[src/rtl/intr_seq_pkg.sv]
package intr_seq_pkg;

    typedef enum logic [3:0] {
        SQ_IDLE,
        SQ_ENT_SWAP,
        SQ_ENT_PSR,
        SQ_ENT_PC,
        SQ_ENT_VEC,
        SQ_RET_PC,
        SQ_RET_PSR,
        SQ_RET_SWAP,
        SQ_RET_FAULT
    } seq_state_e;

endpackage

[src/rtl/intr_accept_gate.sv]
module intr_accept_gate #(
    parameter int PRIO_W = 3
) (
    input  logic              idle,
    input  logic              irq_req,
    input  logic              irq_en,
    input  logic [PRIO_W-1:0] irq_prio,
    input  logic [PRIO_W-1:0] cur_prio,
    input  logic              instr_done,
    input  logic              rti_req,
    output logic              take_irq,
    output logic              take_rti
);

    logic prio_wins;
    logic irq_ready;

    always_comb begin
        prio_wins = (irq_prio > cur_prio);
        irq_ready = irq_req && irq_en && instr_done && prio_wins;
        // a return request outranks a device request in the same cycle
        take_rti  = idle && rti_req;
        take_irq  = idle && !rti_req && irq_ready;
    end

endmodule

[src/rtl/intr_shadow_sp.sv]
module intr_shadow_sp #(
    parameter int              DATA_W    = 16,
    parameter logic [DATA_W-1:0] SSP_RESET = 16'h3000
) (
    input  logic              clk,
    input  logic              rst_n,
    input  logic              park_usp,
    input  logic              park_ssp,
    input  logic [DATA_W-1:0] sp_in,
    output logic [DATA_W-1:0] usp_q,
    output logic [DATA_W-1:0] ssp_q
);

    always_ff @(posedge clk) begin
        if (!rst_n) begin
            usp_q <= '0;
            ssp_q <= SSP_RESET;
        end else begin
            if (park_usp) begin
                usp_q <= sp_in;
            end
            if (park_ssp) begin
                ssp_q <= sp_in;
            end
        end
    end

endmodule

[src/rtl/intr_seq_fsm.sv]
module intr_seq_fsm
    import intr_seq_pkg::*;
#(
    parameter int                DATA_W   = 16,
    parameter int                PRIO_W   = 3,
    parameter int                PRIO_LSB = 8,
    parameter int                CC_W     = 3,
    parameter int                VEC_W    = 8,
    parameter logic [DATA_W-1:0] VEC_BASE = 16'h0100
) (
    input  logic              clk,
    input  logic              rst_n,
    input  logic              take_irq,
    input  logic              take_rti,
    input  logic [PRIO_W-1:0] irq_prio,
    input  logic [VEC_W-1:0]  irq_vec,
    input  logic [DATA_W-1:0] sp_in,
    input  logic [DATA_W-1:0] pc_in,
    input  logic [DATA_W-1:0] psr_in,
    input  logic [DATA_W-1:0] mem_rdata,
    input  logic [DATA_W-1:0] usp_q,
    input  logic [DATA_W-1:0] ssp_q,
    output logic              park_usp,
    output logic              park_ssp,
    output logic              sp_we,
    output logic [DATA_W-1:0] sp_wdata,
    output logic              pc_we,
    output logic [DATA_W-1:0] pc_wdata,
    output logic              psr_we,
    output logic [DATA_W-1:0] psr_wdata,
    output logic              mem_re,
    output logic              mem_we,
    output logic [DATA_W-1:0] mem_addr,
    output logic [DATA_W-1:0] mem_wdata,
    output logic              busy,
    output logic              priv_viol,
    output logic              rti_done
);

    localparam int PRIV_BIT = DATA_W - 1;
    localparam logic [DATA_W-1:0] ONE = {{(DATA_W-1){1'b0}}, 1'b1};

    seq_state_e        st_q;
    seq_state_e        st_d;
    logic [DATA_W-1:0] lat_psr_q;
    logic [DATA_W-1:0] lat_pc_q;
    logic [PRIO_W-1:0] lat_prio_q;
    logic [VEC_W-1:0]  lat_vec_q;
    logic              ret_user_q;
    logic [DATA_W-1:0] entry_psr;
    logic [DATA_W-1:0] vec_addr;
    logic [DATA_W-1:0] sp_dec;
    logic [DATA_W-1:0] sp_inc;

    // next-state logic
    always_comb begin
        st_d = st_q;
        unique case (st_q)
            SQ_IDLE: begin
                if (take_rti) begin
                    st_d = psr_in[PRIV_BIT] ? SQ_RET_FAULT : SQ_RET_PC;
                end else if (take_irq) begin
                    st_d = SQ_ENT_SWAP;
                end
            end
            SQ_ENT_SWAP:  st_d = SQ_ENT_PSR;
            SQ_ENT_PSR:   st_d = SQ_ENT_PC;
            SQ_ENT_PC:    st_d = SQ_ENT_VEC;
            SQ_ENT_VEC:   st_d = SQ_IDLE;
            SQ_RET_PC:    st_d = SQ_RET_PSR;
            SQ_RET_PSR:   st_d = SQ_RET_SWAP;
            SQ_RET_SWAP:  st_d = SQ_IDLE;
            SQ_RET_FAULT: st_d = SQ_IDLE;
            default:      st_d = SQ_IDLE;
        endcase
    end

    // state register and captured context
    always_ff @(posedge clk) begin
        if (!rst_n) begin
            st_q       <= SQ_IDLE;
            lat_psr_q  <= '0;
            lat_pc_q   <= '0;
            lat_prio_q <= '0;
            lat_vec_q  <= '0;
            ret_user_q <= 1'b0;
        end else begin
            st_q <= st_d;
            if (st_q == SQ_IDLE && !take_rti && take_irq) begin
                lat_psr_q  <= psr_in;
                lat_pc_q   <= pc_in;
                lat_prio_q <= irq_prio;
                lat_vec_q  <= irq_vec;
            end
            if (st_q == SQ_RET_PSR) begin
                ret_user_q <= mem_rdata[PRIV_BIT];
            end
        end
    end

    // derived values
    always_comb begin
        entry_psr                          = lat_psr_q;
        entry_psr[PRIV_BIT]                = 1'b0;
        entry_psr[PRIO_LSB +: PRIO_W]      = lat_prio_q;
        entry_psr[CC_W-1:0]                = '0;
        vec_addr = VEC_BASE + {{(DATA_W-VEC_W){1'b0}}, lat_vec_q};
        sp_dec   = sp_in - ONE;
        sp_inc   = sp_in + ONE;
    end

    // outputs
    always_comb begin
        park_usp  = 1'b0;
        park_ssp  = 1'b0;
        sp_we     = 1'b0;
        sp_wdata  = sp_in;
        pc_we     = 1'b0;
        pc_wdata  = pc_in;
        psr_we    = 1'b0;
        psr_wdata = psr_in;
        mem_re    = 1'b0;
        mem_we    = 1'b0;
        mem_addr  = '0;
        mem_wdata = '0;
        busy      = (st_q != SQ_IDLE);
        priv_viol = 1'b0;
        rti_done  = 1'b0;
        unique case (st_q)
            SQ_IDLE: begin
            end
            SQ_ENT_SWAP: begin
                // switch stacks only when leaving user mode
                if (lat_psr_q[PRIV_BIT]) begin
                    park_usp = 1'b1;
                    sp_we    = 1'b1;
                    sp_wdata = ssp_q;
                end
            end
            SQ_ENT_PSR: begin
                sp_we     = 1'b1;
                sp_wdata  = sp_dec;
                mem_we    = 1'b1;
                mem_addr  = sp_dec;
                mem_wdata = lat_psr_q;
            end
            SQ_ENT_PC: begin
                sp_we     = 1'b1;
                sp_wdata  = sp_dec;
                mem_we    = 1'b1;
                mem_addr  = sp_dec;
                mem_wdata = lat_pc_q;
            end
            SQ_ENT_VEC: begin
                mem_re    = 1'b1;
                mem_addr  = vec_addr;
                pc_we     = 1'b1;
                pc_wdata  = mem_rdata;
                psr_we    = 1'b1;
                psr_wdata = entry_psr;
            end
            SQ_RET_PC: begin
                mem_re   = 1'b1;
                mem_addr = sp_in;
                pc_we    = 1'b1;
                pc_wdata = mem_rdata;
                sp_we    = 1'b1;
                sp_wdata = sp_inc;
            end
            SQ_RET_PSR: begin
                mem_re    = 1'b1;
                mem_addr  = sp_in;
                psr_we    = 1'b1;
                psr_wdata = mem_rdata;
                sp_we     = 1'b1;
                sp_wdata  = sp_inc;
            end
            SQ_RET_SWAP: begin
                rti_done = 1'b1;
                if (ret_user_q) begin
                    park_ssp = 1'b1;
                    sp_we    = 1'b1;
                    sp_wdata = usp_q;
                end
            end
            SQ_RET_FAULT: begin
                priv_viol = 1'b1;
            end
            default: begin
            end
        endcase
    end

endmodule

[src/rtl/intr_seq.sv]
module intr_seq #(
    parameter int                DATA_W    = 16,
    parameter int                PRIO_W    = 3,
    parameter int                PRIO_LSB  = 8,
    parameter int                CC_W      = 3,
    parameter int                VEC_W     = 8,
    parameter logic [DATA_W-1:0] VEC_BASE  = 16'h0100,
    parameter logic [DATA_W-1:0] SSP_RESET = 16'h3000
) (
    input  logic              clk,
    input  logic              rst_n,
    input  logic              irq_req,
    input  logic              irq_en,
    input  logic [PRIO_W-1:0] irq_prio,
    input  logic [VEC_W-1:0]  irq_vec,
    input  logic              instr_done,
    input  logic              rti_req,
    input  logic [DATA_W-1:0] sp_in,
    output logic              sp_we,
    output logic [DATA_W-1:0] sp_wdata,
    input  logic [DATA_W-1:0] pc_in,
    output logic              pc_we,
    output logic [DATA_W-1:0] pc_wdata,
    input  logic [DATA_W-1:0] psr_in,
    output logic              psr_we,
    output logic [DATA_W-1:0] psr_wdata,
    output logic              mem_re,
    output logic              mem_we,
    output logic [DATA_W-1:0] mem_addr,
    output logic [DATA_W-1:0] mem_wdata,
    input  logic [DATA_W-1:0] mem_rdata,
    output logic              busy,
    output logic              irq_ack,
    output logic              priv_viol,
    output logic              rti_done
);

    logic              take_irq;
    logic              take_rti;
    logic              park_usp;
    logic              park_ssp;
    logic [DATA_W-1:0] usp_q;
    logic [DATA_W-1:0] ssp_q;
    logic              fsm_busy;

    intr_accept_gate #(.PRIO_W(PRIO_W)) u_gate (
        .idle       (!fsm_busy),
        .irq_req    (irq_req),
        .irq_en     (irq_en),
        .irq_prio   (irq_prio),
        .cur_prio   (psr_in[PRIO_LSB +: PRIO_W]),
        .instr_done (instr_done),
        .rti_req    (rti_req),
        .take_irq   (take_irq),
        .take_rti   (take_rti)
    );

    intr_shadow_sp #(.DATA_W(DATA_W), .SSP_RESET(SSP_RESET)) u_shadow (
        .clk      (clk),
        .rst_n    (rst_n),
        .park_usp (park_usp),
        .park_ssp (park_ssp),
        .sp_in    (sp_in),
        .usp_q    (usp_q),
        .ssp_q    (ssp_q)
    );

    intr_seq_fsm #(
        .DATA_W   (DATA_W),
        .PRIO_W   (PRIO_W),
        .PRIO_LSB (PRIO_LSB),
        .CC_W     (CC_W),
        .VEC_W    (VEC_W),
        .VEC_BASE (VEC_BASE)
    ) u_fsm (
        .clk       (clk),
        .rst_n     (rst_n),
        .take_irq  (take_irq),
        .take_rti  (take_rti),
        .irq_prio  (irq_prio),
        .irq_vec   (irq_vec),
        .sp_in     (sp_in),
        .pc_in     (pc_in),
        .psr_in    (psr_in),
        .mem_rdata (mem_rdata),
        .usp_q     (usp_q),
        .ssp_q     (ssp_q),
        .park_usp  (park_usp),
        .park_ssp  (park_ssp),
        .sp_we     (sp_we),
        .sp_wdata  (sp_wdata),
        .pc_we     (pc_we),
        .pc_wdata  (pc_wdata),
        .psr_we    (psr_we),
        .psr_wdata (psr_wdata),
        .mem_re    (mem_re),
        .mem_we    (mem_we),
        .mem_addr  (mem_addr),
        .mem_wdata (mem_wdata),
        .busy      (fsm_busy),
        .priv_viol (priv_viol),
        .rti_done  (rti_done)
    );

    assign busy    = fsm_busy;
    assign irq_ack = take_irq;

endmodule

[config.mk]
export PLATFORM = sky130hd
export DESIGN_NAME = intr_seq
export DESIGN_NICKNAME = d
export VERILOG_FILES = /design/src/rtl/intr_seq_pkg.sv /design/src/rtl/intr_accept_gate.sv /design/src/rtl/intr_shadow_sp.sv /design/src/rtl/intr_seq_fsm.sv /design/src/rtl/intr_seq.sv
export SDC_FILE = /design/constraint.sdc
export NUM_CORES = 1
export LEC_CHECK = 0
export ABC_AREA = 0
export BUFFER_PORTS_ARGS = -buffer_cell sky130_fd_sc_hd__buf_2
export CORE_MARGIN = 4
export CORE_UTILIZATION = 45
export CTS_CLUSTER_DIAMETER = 60
export CTS_CLUSTER_SIZE = 10
export DETAILED_ROUTE_END_ITERATION = 16
export PLACE_DENSITY = 0.71
export SLEW_MARGIN = 20
export SYNTH_ARGS = -nofsm -noshare
export SYNTH_HDL_FRONTEND = slang
export SYNTH_SLANG_ARGS = --single-unit
[constraint.sdc]
create_clock -name clk -period 2.5 [get_ports clk]
set_input_delay 0.125 -clock clk [delete_from_list [all_inputs] [get_ports clk]]
set_output_delay 0.125 -clock clk [all_outputs]
set_load 0.05 [all_outputs]
==> results of run 1 <==
==> flip-flops by register name, indices dropped and copies added (netlist names) <==
signal / flops
u_fsm.lat_pc_q: 16
u_fsm.lat_prio_q: 3
u_fsm.lat_psr_q: 16
u_fsm.lat_vec_q: 8
u_fsm.ret_user_q: 1
u_fsm.st_q: 4
u_shadow.ssp_q: 16
u_shadow.usp_q: 16
==> how the worst max path moves through the flow <==
stage                   endpoint  slack, ns  cells past startpoint
global placement    sp_wdata[10]       0.29                      9
floorplan            mem_addr[0]      -0.06                      6
finish              sp_wdata[15]       0.11                      5
detailed placement  sp_wdata[14]       0.21                      9
global route        sp_wdata[12]      0.004                      7
CTS                  sp_wdata[7]       0.06                      7
==> power by group through the flow <==
stage | logic (W) | registers (W) | clock network [W]
3_3_place_gp | 0.00235 | 0.00136 | 0
2_1_floorplan | 0.00177 | 0.00134 | 0
4_1_cts | 0.00237 | 0.00134 | 0.00152
5_1_grt | 0.00252 | 0.00134 | 0.00157
6_report | 0.00239 | 0.00134 | 0.00149
3_5_place_dp | 0.00236 | 0.00136 | 0
==> kinds of logic after synthesis <==
group | share of synthesized area (%)
AO/OA/AOI/OAI | 18.0
XOR/XNOR | 1.89
adder cells (fa/ha/maj) | 1.12
buffers and inverters | 6.52
flip-flops | 28.8
multiplexers | 20.3
AND/OR/NAND/NOR | 23.3
==> final cells by class <==
class                      count  area, um^2  share of cell area (%)
clock buffer                  11         233                    3.30
clock inverter                 5         104                    1.47
inverter                      15        58.8                   0.833
multi-input combinational    537        3660                    51.9
sequential                    80        1600                    22.7
tap                          168         210                    2.98
timing repair buffer         205        1190                    16.9
==> metal layers <==
| layer | GRT usage [%] | routed length, um | vias to the layer above |
|---|---|---|---|
| met3 | 6.27 | 1670 | 25 |
| met4 | 7.10 | 242 | 2 |
| met2 | 36.6 | 7700 | 263 |
| li1 | - | - | 2756 |
| met1 | 31.0 | 7560 | 2588 |
| met5 | 0 | 7 | - |
==> critical path: stages, from the launching register on <==
cell	delay, ns
dfxtp_2	0.38
or4b_4	0.60
o221ai_1	0.29
a211oi_1	0.11
o32ai_2	0.30
buf_4	0.24
==> cells in the final DEF, fill, tap and decap left out, types with 5 or more instances in the layout <==
cell and n:
nand3_1 21, clkbuf_16 10, mux2_2 16, a221o_1 7
ha_1 5, and3_1 5, mux2i_1 95, a21oi_1 31
a22oi_1 5, dfxtp_1 78, a21boi_0 13, nor2b_1 43
buf_2 163, nor2_1 56, a21boi_1 18, xnor2_1 10
o21ai_0 22, o21ai_1 11, buf_4 32, clkbuf_4 5
nand2_1 87, o22ai_1 7, nand4_1 5, inv_1 14
==> repair_timing <==
item / CTS / global route
endpoints found under the setup margin: 5 / 8
gates resized for setup: 4 / 10
cloned: 0 / 1
==> stage by stage <==
| stage | worst slack, ns | util [%] | total power, W |
|---|---|---|---|
| detailed placement | 0.215 | 55.3 | 0.00372 |
| CTS | 0.0599 | 58.2 | 0.00523 |
| floorplan | -0.0635 | - | 0.00311 |
| global route | 0.00402 | 58.5 | 0.00543 |
| global placement | 0.285 | 55.3 | 0.00372 |
| finish | 0.111 | 58.5 | 0.00522 |
==> summary.md, run 1 <==
| Metric | Value |
|---|---|
| Synth area leader | `dfxtp_1` |
| Placed Area | `6670 um^2` |
| CP Launch Point | `u_fsm.st_q[1]` |
| Worst vdd ir | `0.496 mV` |
| Num CTS Buffers | `9` |
| TritonCTS clock tree | `built` |
| Total gr overflow | `0` |
| Global-route usage over all layers | `23.2%` |
| Warning count from the yosys run | `0` |
| Vias in the first global route | `5,262` |
| Routed WL | `17,200 um` |
| Syn Nets | `786` |
| Post-route DRC | `0` |
| Fin crit period | `2.39 ns` |
| LEAKAGE | `2.73 nW` |
| Pint | `0.00297 W` |
| Post-synthesis sequential area ratio | `28.8%` |
| Initial antenna violation count | `1` |
| Clock Latency Late Sink | `0.34 ns` |
| Sequential power share | `25.6%` |
| Critical path peak fanout | `11` |
| Fillers | `1,158` |
| Slew HR | `59.4%` |
| Cts hold-fix bufs | `0` |
| FF-to-FF setup slack | `0.46 ns` |
| Area contributors post-synth | `dfxtp_1, mux2i_1, nand2_1, nor2b_1, nor2_1` |
| DRT Pass-1 Iters | `5` |
| Pin slew with the least headroom to its limit | `0.609 ns` |
| Final period util | `95.6%` |
| Finished layout cell area | `7060 um^2` |
| IO Count | `170` |
| EDFF count, synth | `0` |
| Core ar. | `12,100 um^2` |
| Count leader, synth | `mux2i_1` |
| Crit path DAT | `2.26 ns` |
| Placed Cells | `1,004` |
| Placer's final routability congestion estimate | `0.868` |
| Die W | `119 um` |
| Nets | `934` |
| Hold Violations, Final | `0` |
| Async S/R FF share, synth | `0%` |
| Setup TNS | `0 ns` |
| Syn avg cell area | `7.95 um^2` |
| RSZ-0062 raised after global routing | `no` |
| Pin count of the biggest net entering global routing | `42` |
| First-pass GRT wire length | `27,000 um` |
| FF-to-FF path depth | `7` |
| Mapped Cells | `700` |
| Hold Slack | `0.0413 ns` |
| Kind of critical path | `reg -> out` |
| Fmax | `0.419 GHz` |
| Clock group share of total power | `28.6%` |
| Final setup skew | `0.00634 ns` |
| Switching Fraction | `43.0%` |
| Combinational share of power | `45.8%` |
| FP Rows | `40` |
| Seq cells post-synth | `80` |
| Antenna viol nets, final | `0` |
| Die Height | `119 um` |
| Top cells by count, synth | `mux2i_1, nand2_1, dfxtp_1` |
| Final setup viols | `0` |
| Area grow syn2layout | `26.9%` |
| Drt initial violations | `338` |
| Net Switching | `0.00224 W` |
| Most used DFF post-synth | `dfxtp_1` |
| Status | `finished clean` |
| Hold_sp | `psr_in[15]` |
| Worst hold path class | `in -> reg` |
| Die footprint | `14,200 um^2` |
| Vias | `5,634` |
| H-tree Lvls | `3` |
| Worst setup SP type | `register` |
| Root buffer cell | `clkbuf_16` |
| Setup crit end kind | `primary output` |
| Post-DP HPWL | `12,500 um` |
| Max-Cap Viols | `0` |
| RR Endpoint | `u_fsm.lat_psr_q[7]` |
| Routed len/inst | `16.8 um` |
| Top-area cell type share of the netlist area | `28.8%` |
| Port bufs | `169` |
| Share of cells above drive strength 1 | `30.6%` |
| Clk slew on worst S/H paths | `0.06 ns` |
| Clock Sinks | `80` |
| Total power density per cell area | `739 nW/um^2` |
| DR vias/cell | `5.52` |
| Hold Path End | `u_fsm.st_q[3]` |
| Post-synthesis cell area | `5560 um^2` |
| Reg-to-reg startpoint | `u_fsm.st_q[3]` |
| Hold Path Depth | `3` |
| Antenna Cells | `0` |
| Post-synth cell types | `68` |
| Non-Filler Instances | `1,021` |
| # Post-CTS Setup Buffers | `0` |
| Worst Path Required | `2.38 ns` |
| Clock buffer depth | `2` |
| Final Slew Violations | `0` |
| Initial core utilization | `46.1%` |
Note: power is estimated with default switching activity, not from simulation.
==> inputs of run 2 (changes only) <==
--- a/config.mk
+++ b/config.mk
@@ -18,2 +18,3 @@
 export SYNTH_HDL_FRONTEND = slang
+export SYNTH_HIERARCHICAL = 1
 export SYNTH_SLANG_ARGS = --single-unit
--- a/constraint.sdc
+++ b/constraint.sdc
@@ -3,2 +3,2 @@
 set_output_delay 0.125 -clock clk [all_outputs]
-set_load 0.05 [all_outputs]
+set_load 0.005 [all_outputs]
==> run 2 against run 1 <==
Clock-buffer cell count fell by 1. First-iteration DRC count rose by 19%. Via count rose by 1.7%. Sequential share of layout area rose by 0.36 points. Global-route usage fell by 0.34 points. Sequential power rose by 4%. Combinational power rose by 4%. Largest cell class unchanged. Largest power group unchanged. Highest routed layer is now met4.
==> summary.md, run 2 <==
| Metric | Value |
|---|---|
| Clock Sinks | `80 (unchanged)` |
| DR vias/cell | `5.50 (-0.25%)` |
| Worst hold path class | `in -> reg` |
| Combinational share of power | `48.1% (+2.3 points)` |
| Area contributors post-synth | `dfxtp_1, mux2i_1, nand2_1, a21boi_0, nor2_1` |
| Post-synthesis sequential area ratio | `28.3% (-0.49 points)` |
| Fmax | `0.417 GHz (-0.48%)` |
| Synth area leader | `dfxtp_1` |
| Cts hold-fix bufs | `0 (unchanged)` |
| Num CTS Buffers | `9 (unchanged)` |
| Status | `finished clean` |
| Die footprint | `14,400 um^2 (+1.6%)` |
| Most used DFF post-synth | `dfxtp_1` |
| Commonest non-fill, non-tap cell in the layout | `buf_2` |
| DRT Pass-1 Iters | `5 (unchanged)` |
| Clock buffer depth | `2 (unchanged)` |
| Area grow syn2layout | `23.0%` |
| LEAKAGE | `2.73 nW (about the same)` |
| Final Slew Violations | `0 (unchanged)` |
| Total power density per cell area | `744 nW/um^2 (+0.72%)` |
| Vias in the first global route | `5,156 (-2.0%)` |
| Routed len/inst | `16.5 um (-2.2%)` |
| Worst Path Required | `2.38 ns (about the same)` |
| Worst vdd ir | `0.482 mV (-2.7%)` |
| Async S/R FF share, synth | `0% (unchanged)` |
| Clock group share of total power | `24.8% (-3.8 points)` |
| Initial antenna violation count | `0 (-1)` |
| Final setup viols | `0 (unchanged)` |
| Sequential power share | `27.0% (+1.4 points)` |
| Global-route usage over all layers | `22.9% (-0.34 points)` |
| Mapped Cells | `724 (+3.4%)` |
| Max-Cap Viols | `0 (unchanged)` |
| Die W | `120 um (+0.81%)` |
| Vias | `5,730 (+1.7%)` |
| Kind of critical path | `reg -> out` |
| Pin count of the biggest net entering global routing | `44 (+4.8%)` |
| Final setup skew | `0.00688 ns (+0.000544 ns)` |
| Warning count from the yosys run | `6 (+6)` |
| Final period util | `96.0% (+0.46 points)` |
| Die Height | `120 um (+0.81%)` |
| Most frequent cells in the layout | `buf_2, nand2_1, mux2i_1, dfxtp_1, nor2_1` |
| Antenna viol nets, final | `0 (unchanged)` |
| Drt initial violations | `403 (+19%)` |
| Critical path peak fanout | `16 (+5)` |
| Total gr overflow | `0 (unchanged)` |
| Switching Fraction | `38.2% (-4.8 points)` |
| Total power | `0.00518 W (-0.71%)` |
| EDFF count, synth | `0 (unchanged)` |
| IO Count | `170 (unchanged)` |
| Pin slew with the least headroom to its limit | `0.684 ns (+0.0749 ns)` |
| Share of cells above drive strength 1 | `28.9% (-1.7 points)` |
| Net Switching | `0.00198 W (-12%)` |
| Top-area cell type share of the netlist area | `28.3% (-0.49 points)` |
| TritonCTS clock tree | `built` |
| Initial core utilization | `46.5% (+0.41 points)` |
| Routed WL | `17,100 um (-0.31%)` |
| Antenna Cells | `0 (unchanged)` |
| Fillers | `1,156 (-0.17%)` |
| Nets | `955 (+2.2%)` |
| Fin crit period | `2.40 ns (+0.0114 ns)` |
| Post-DP HPWL | `12,500 um (+0.20%)` |
| H-tree Lvls | `3 (unchanged)` |
| Pint | `0.00320 W (+7.6%)` |
| Slew HR | `54.1% (-5.2 points)` |
| Placer's final routability congestion estimate | `0.879 (+1.2%)` |
| Post-synth cell types | `65 (-4.4%)` |
| Post-synthesis cell area | `5660 um^2 (+1.7%)` |
| Port bufs | `169 (unchanged)` |
| Hold Violations, Final | `0 (unchanged)` |
| Root buffer cell | `clkbuf_16` |
| RSZ-0062 raised after global routing | `no` |
| Setup crit end kind | `primary output` |
| FP Rows | `40 (unchanged)` |
| Syn Nets | `810 (+3.1%)` |
| First-pass GRT wire length | `26,900 um (-0.28%)` |
| Worst setup SP type | `register` |
| Clock Latency Late Sink | `0.33 ns (about the same)` |
| Setup TNS | `0 ns (unchanged)` |
| Crit path DAT | `2.28 ns (+0.02 ns)` |
| Count leader, synth | `nand2_1` |
| Core ar. | `12,200 um^2 (+0.83%)` |
| Post-route DRC | `0 (unchanged)` |
| Clk slew on worst S/H paths | `0.06 ns (about the same)` |
| Top cells by count, synth | `nand2_1, mux2i_1, dfxtp_1` |
| Seq cells post-synth | `80 (unchanged)` |
| Syn avg cell area | `7.82 um^2 (-1.6%)` |
[run 2: cells by family after synthesis]
logic type | count (synthesis) | synth area share [%]
fa+ha+maj | 5 | 1.11
xor+xnor | 11 | 1.70
flops | 80 | 28.3
buf+inv | 82 | 7.14
simple gates | 282 | 23.6
compound gates | 159 | 19.2
mux | 105 | 18.9
[run 2: worst paths after layout]
check	start	endpoint	slack [ns]	depth (start not counted)
hold reg to reg	u_fsm/lat_psr_q[2]	u_fsm/lat_psr_q[2]	0.45	2
hold / removal	pc_in[7]	u_fsm/lat_pc_q[7]	0.04	3
setup reg to reg	u_fsm/st_q[0]	u_fsm/lat_psr_q[11]	0.29	9
setup / recovery	u_fsm/st_q[0]	sp_wdata[7]	0.1	6
[run 2: final cells by class]
cell class,count,area [um^2],area share (%)
sequential,80,1610,23.1
multi-input combinational,562,3680,52.9
clock inverter,5,56.3,0.809
clock buffer,10,229,3.29
inverter,15,56.3,0.809
tap,168,210,3.02
timing repair buffer,201,1120,16.1
[run 2: stage by stage]
stage	utilization, %	instances	instance area [um^2]	worst slack (ns)	hold WS, ns
2_1_floorplan	-	724	5660	0.507	0.251
3_3_place_gp	54.5	1024	6630	0.314	0.382
3_5_place_dp	54.5	1024	6630	0.247	0.386
4_1_cts	57.0	1039	6930	0.0130	0.0271
5_1_grt	57.2	1041	6960	0.0255	0.0384
6_report	57.2	1041	6960	0.0998	0.0363
[run 2: per-layer routing]
metal | track usage [%] | vias to the layer above | part of all wire [%]
met4 | 7.87 | 0 | 2.3
li1 | - | 2837 | -
met1 | 31.3 | 2686 | 45
met3 | 3.72 | 22 | 6.2
met2 | 36.5 | 185 | 47
met5 | 0 | - | 0
[run 2: worst max-delay path: stages, from the launching register on]
cell      delay (ns)
dfxtp_2         0.52
or4b_4          0.63
o22ai_1         0.17
nor2_1          0.06
o211ai_1        0.08
a21boi_0        0.30
buf_2           0.18
[run 2: what timing repair did]
item,4_1_cts,5_1_grt
resized for setup,5,6
hold endpoints to repair,0,0
buffers inserted,0,2
gates cloned,0,0
setup endpoints to repair,5,11
[run 2: power by group through the flow]
| stage | logic (W) | clock network [W] | registers, W |
|---|---|---|---|
| after detailed placement | 0.00243 | 0 | 0.00141 |
| after CTS | 0.00246 | 0.00131 | 0.00139 |
| final | 0.00249 | 0.00129 | 0.00140 |
| after floorplan | 0.00154 | 0 | 0.00135 |
| after global placement | 0.00242 | 0 | 0.00141 |
| after global routing | 0.00271 | 0.00137 | 0.00141 |
==> inputs of run 3 (changes only) <==
PLACE_DENSITY = 0.74   (was 0.71)
clock period = 1.95 ns   (was 2.5 ns; I/O delays follow)
==> run 3 against run 2 <==
The flow now finishes with violations (negative setup slack). Setup slack lost 0.44 ns. Die area unchanged. Critical path depth grew 3. Final cell count increased by 9.2%. Wire length is 37% higher. Critical endpoint is now u_fsm/lat_pc_q[3]. Largest cell class unchanged.
==> summary.md, run 3 (synthesis results as in run 2) <==
| Metric | Value |
|---|---|
| Status | `complete, but fails checks` |
| Failing checks | `negative setup slack` |
| Clock group share of total power | `20.9% (-3.9 points)` |
| Worst path max stage delay | `0.56 ns (-0.07 ns)` |
| Kind of critical path | `reg -> reg` |
| Initial core utilization | `46.5% (unchanged)` |
| Die footprint | `14,400 um^2 (unchanged)` |
| Initial antenna violation count | `0 (unchanged)` |
| Crit path DAT | `2.53 ns (+0.25 ns)` |
| Most frequent cells in the layout | `buf_2, mux2i_1, dfxtp_1, nand2_1, buf_4` |
| First-pass GRT wire length | `31,000 um (+15%)` |
| Post-route DRC | `0 (unchanged)` |
| Routed WL | `23,500 um (+37%)` |
| Hold_sp | `irq_vec[4]` |
| Setup crit end kind | `register` |
| Clock Sinks | `80 (unchanged)` |
| Root buffer cell | `clkbuf_16` |
| Pin count of the biggest net entering global routing | `36 (-18%)` |
| RSZ-0062 raised after global routing | `yes` |
| Placer's final routability congestion estimate | `0.874 (-0.56%)` |
| Total gr overflow | `0 (unchanged)` |
| FP Rows | `40 (unchanged)` |
| Switching Fraction | `39.2% (+0.99 points)` |
| Routed len/inst | `20.6 um (+25%)` |
| Fin crit period | `2.29 ns` |
| Hold Slack | `0.0122 ns (-0.0242 ns)` |
| Commonest non-fill, non-tap cell in the layout | `buf_2` |
| Pin slew with the least headroom to its limit | `0.468 ns (-0.216 ns)` |
| Worst slack at placement | `-0.0803 ns (-0.327 ns)` |
| Net Switching | `0.00331 W (+67%)` |
| Vias in the first global route | `6,224 (+21%)` |
| Clock buffer depth | `2 (unchanged)` |
| Drt initial violations | `846 (+110%)` |
| Die Height | `120 um (unchanged)` |
| Final Util | `72.1% (+15 points)` |
| Area grow syn2layout | `54.9%` |
| Post-DP HPWL | `12,800 um (+1.7%)` |
| Die W | `120 um (unchanged)` |
| Worst Setup Slack, final | `-0.344 ns (-0.444 ns)` |
| Hold Violations, Final | `0 (unchanged)` |
| Worst hold path class | `in -> reg` |
| Antenna Cells | `0 (unchanged)` |
| Worst Path Buf+Inv | `2 (+1)` |
| Global-route usage over all layers | `26.3% (+3.4 points)` |
| Slew HR | `68.7% (+15 points)` |
| DR vias/cell | `6.02 (+9.4%)` |
| Non-Filler Instances | `1,137 (+9.2%)` |
| LEAKAGE | `3.57 nW (+31%)` |
| Num CTS Buffers | `9 (unchanged)` |
| Fmax | `0.436 GHz` |
| Max-Cap Viols | `0 (unchanged)` |
| Antenna viol nets, final | `0 (unchanged)` |
| Clock Latency Late Sink | `0.35 ns (+0.02 ns)` |
| Family with the most delay on the worst path | `simple AND/OR/NAND/NOR gates` |
| Final Slew Violations | `0 (unchanged)` |
| TritonCTS clock tree | `built` |
| Reg-to-reg startpoint | `u_fsm/st_q[1]` |
| Worst vdd ir | `0.576 mV (+19%)` |
| Final setup skew | `0.0147 ns (+0.00779 ns)` |
| Setup TNS | `-11.55 ns (-11.55 ns)` |
| Critical path peak fanout | `17 (+1)` |
| Final setup viols | `95 (+95)` |
| Clk slew on worst S/H paths | `0.08 ns (+0.02 ns)` |
| Share of cells above drive strength 1 | `44.5% (+16 points)` |
| Worst path cell trace | `or4_4 > inv_2 > nand4_1 > nor2_1 > o211a_1 > and2_4 > buf_16 > nand2_1 > a21boi_1` |
| Worst path slowest cell | `or4_4` |
| DRT Pass-1 Iters | `6 (+1)` |
| Port bufs | `169 (unchanged)` |
| Placed Cells | `1,067 (+4.2%)` |
| Pint | `0.00513 W (+60%)` |
| Sequential power share | `20.9% (-6.1 points)` |
| Combinational share of power | `58.3% (+10 points)` |
| Worst setup SP type | `register` |
| Vias | `6,848 (+20%)` |
| Worst Path Required | `2.19 ns (-0.19 ns)` |
| CP Launch Point | `u_fsm/st_q[1]` |
| H-tree Lvls | `3 (unchanged)` |
| IO Count | `170 (unchanged)` |
| Final period util | `118%` |
| Total power density per cell area | `963 nW/um^2 (+29%)` |
| Nets | `1,050 (+9.9%)` |
| Core ar. | `12,200 um^2 (unchanged)` |
-- run 3: cell types whose count changed in the layout (fill, tap and decap cells not counted), sizes merged --
cell         previous run  this run
buf                   201       274
dlygate4sd3             0        17
clkbuf                 10        14
inv                    15        17
clkinv                  3         4
clkinvlp                1         0
-- run 3: layer usage --
layer	vias to the layer above	global-route usage (%)	part of all wire, %
met3	128	5.66	9.6
met5	-	0	0
met4	0	9.95	5.3
met2	505	44.0	48
met1	3185	33.1	37
li1	3030	-	-
-- run 3: path summary, 6_finish.rpt --
kind         slack, ns  cells past startpoint                  to
min               0.01                      3  u_fsm/lat_vec_q[4]
max reg2reg      -0.34                      9   u_fsm/lat_pc_q[3]
max              -0.34                      9   u_fsm/lat_pc_q[3]
min reg2reg       0.47                      2  u_fsm/lat_pc_q[15]
-- run 3: what timing repair did --
action,CTS,global route
pin swaps,51,38
endpoints found under the hold margin,15,2
gates cloned,8,5
setup endpoints to repair,116,114
gates resized for setup,132,122
buffers inserted,14,11
hold buffers,15,2
-- run 3: power groups by stage --
stage | logic, W | clock network [W] | registers (W)
2_1_floorplan | 0.00198 | 0 | 0.00173
3_3_place_gp | 0.00352 | 0 | 0.00177
3_5_place_dp | 0.00354 | 0 | 0.00177
4_1_cts | 0.00399 | 0.00176 | 0.00176
5_1_grt | 0.00514 | 0.00185 | 0.00177
6_report | 0.00492 | 0.00176 | 0.00176
-- run 3: stage by stage --
step | power (W) | area [um^2]
finish | 0.00844 | 8770
detailed placement | 0.00531 | 7010
global placement | 0.00528 | 7010
floorplan | 0.00371 | 5680
global route | 0.00876 | 8770
CTS | 0.00752 | 8060
-- run 3: tightest hold or removal path, cell delays in order --
cell,delay [ns]
buf_2,0.10
nand2_2,0.05
a21boi_1,0.05
-- run 3: cell type report --
class | count | area, um^2
well taps | 168 | 210
clock buffers | 9 | 225
multi-input cells | 562 | 4190
fillers | 809 | 3390
clock inverters | 7 | 78.8
inverters | 15 | 57.6
repair buffers | 296 | 2390
flip-flops and latches | 80 | 1620
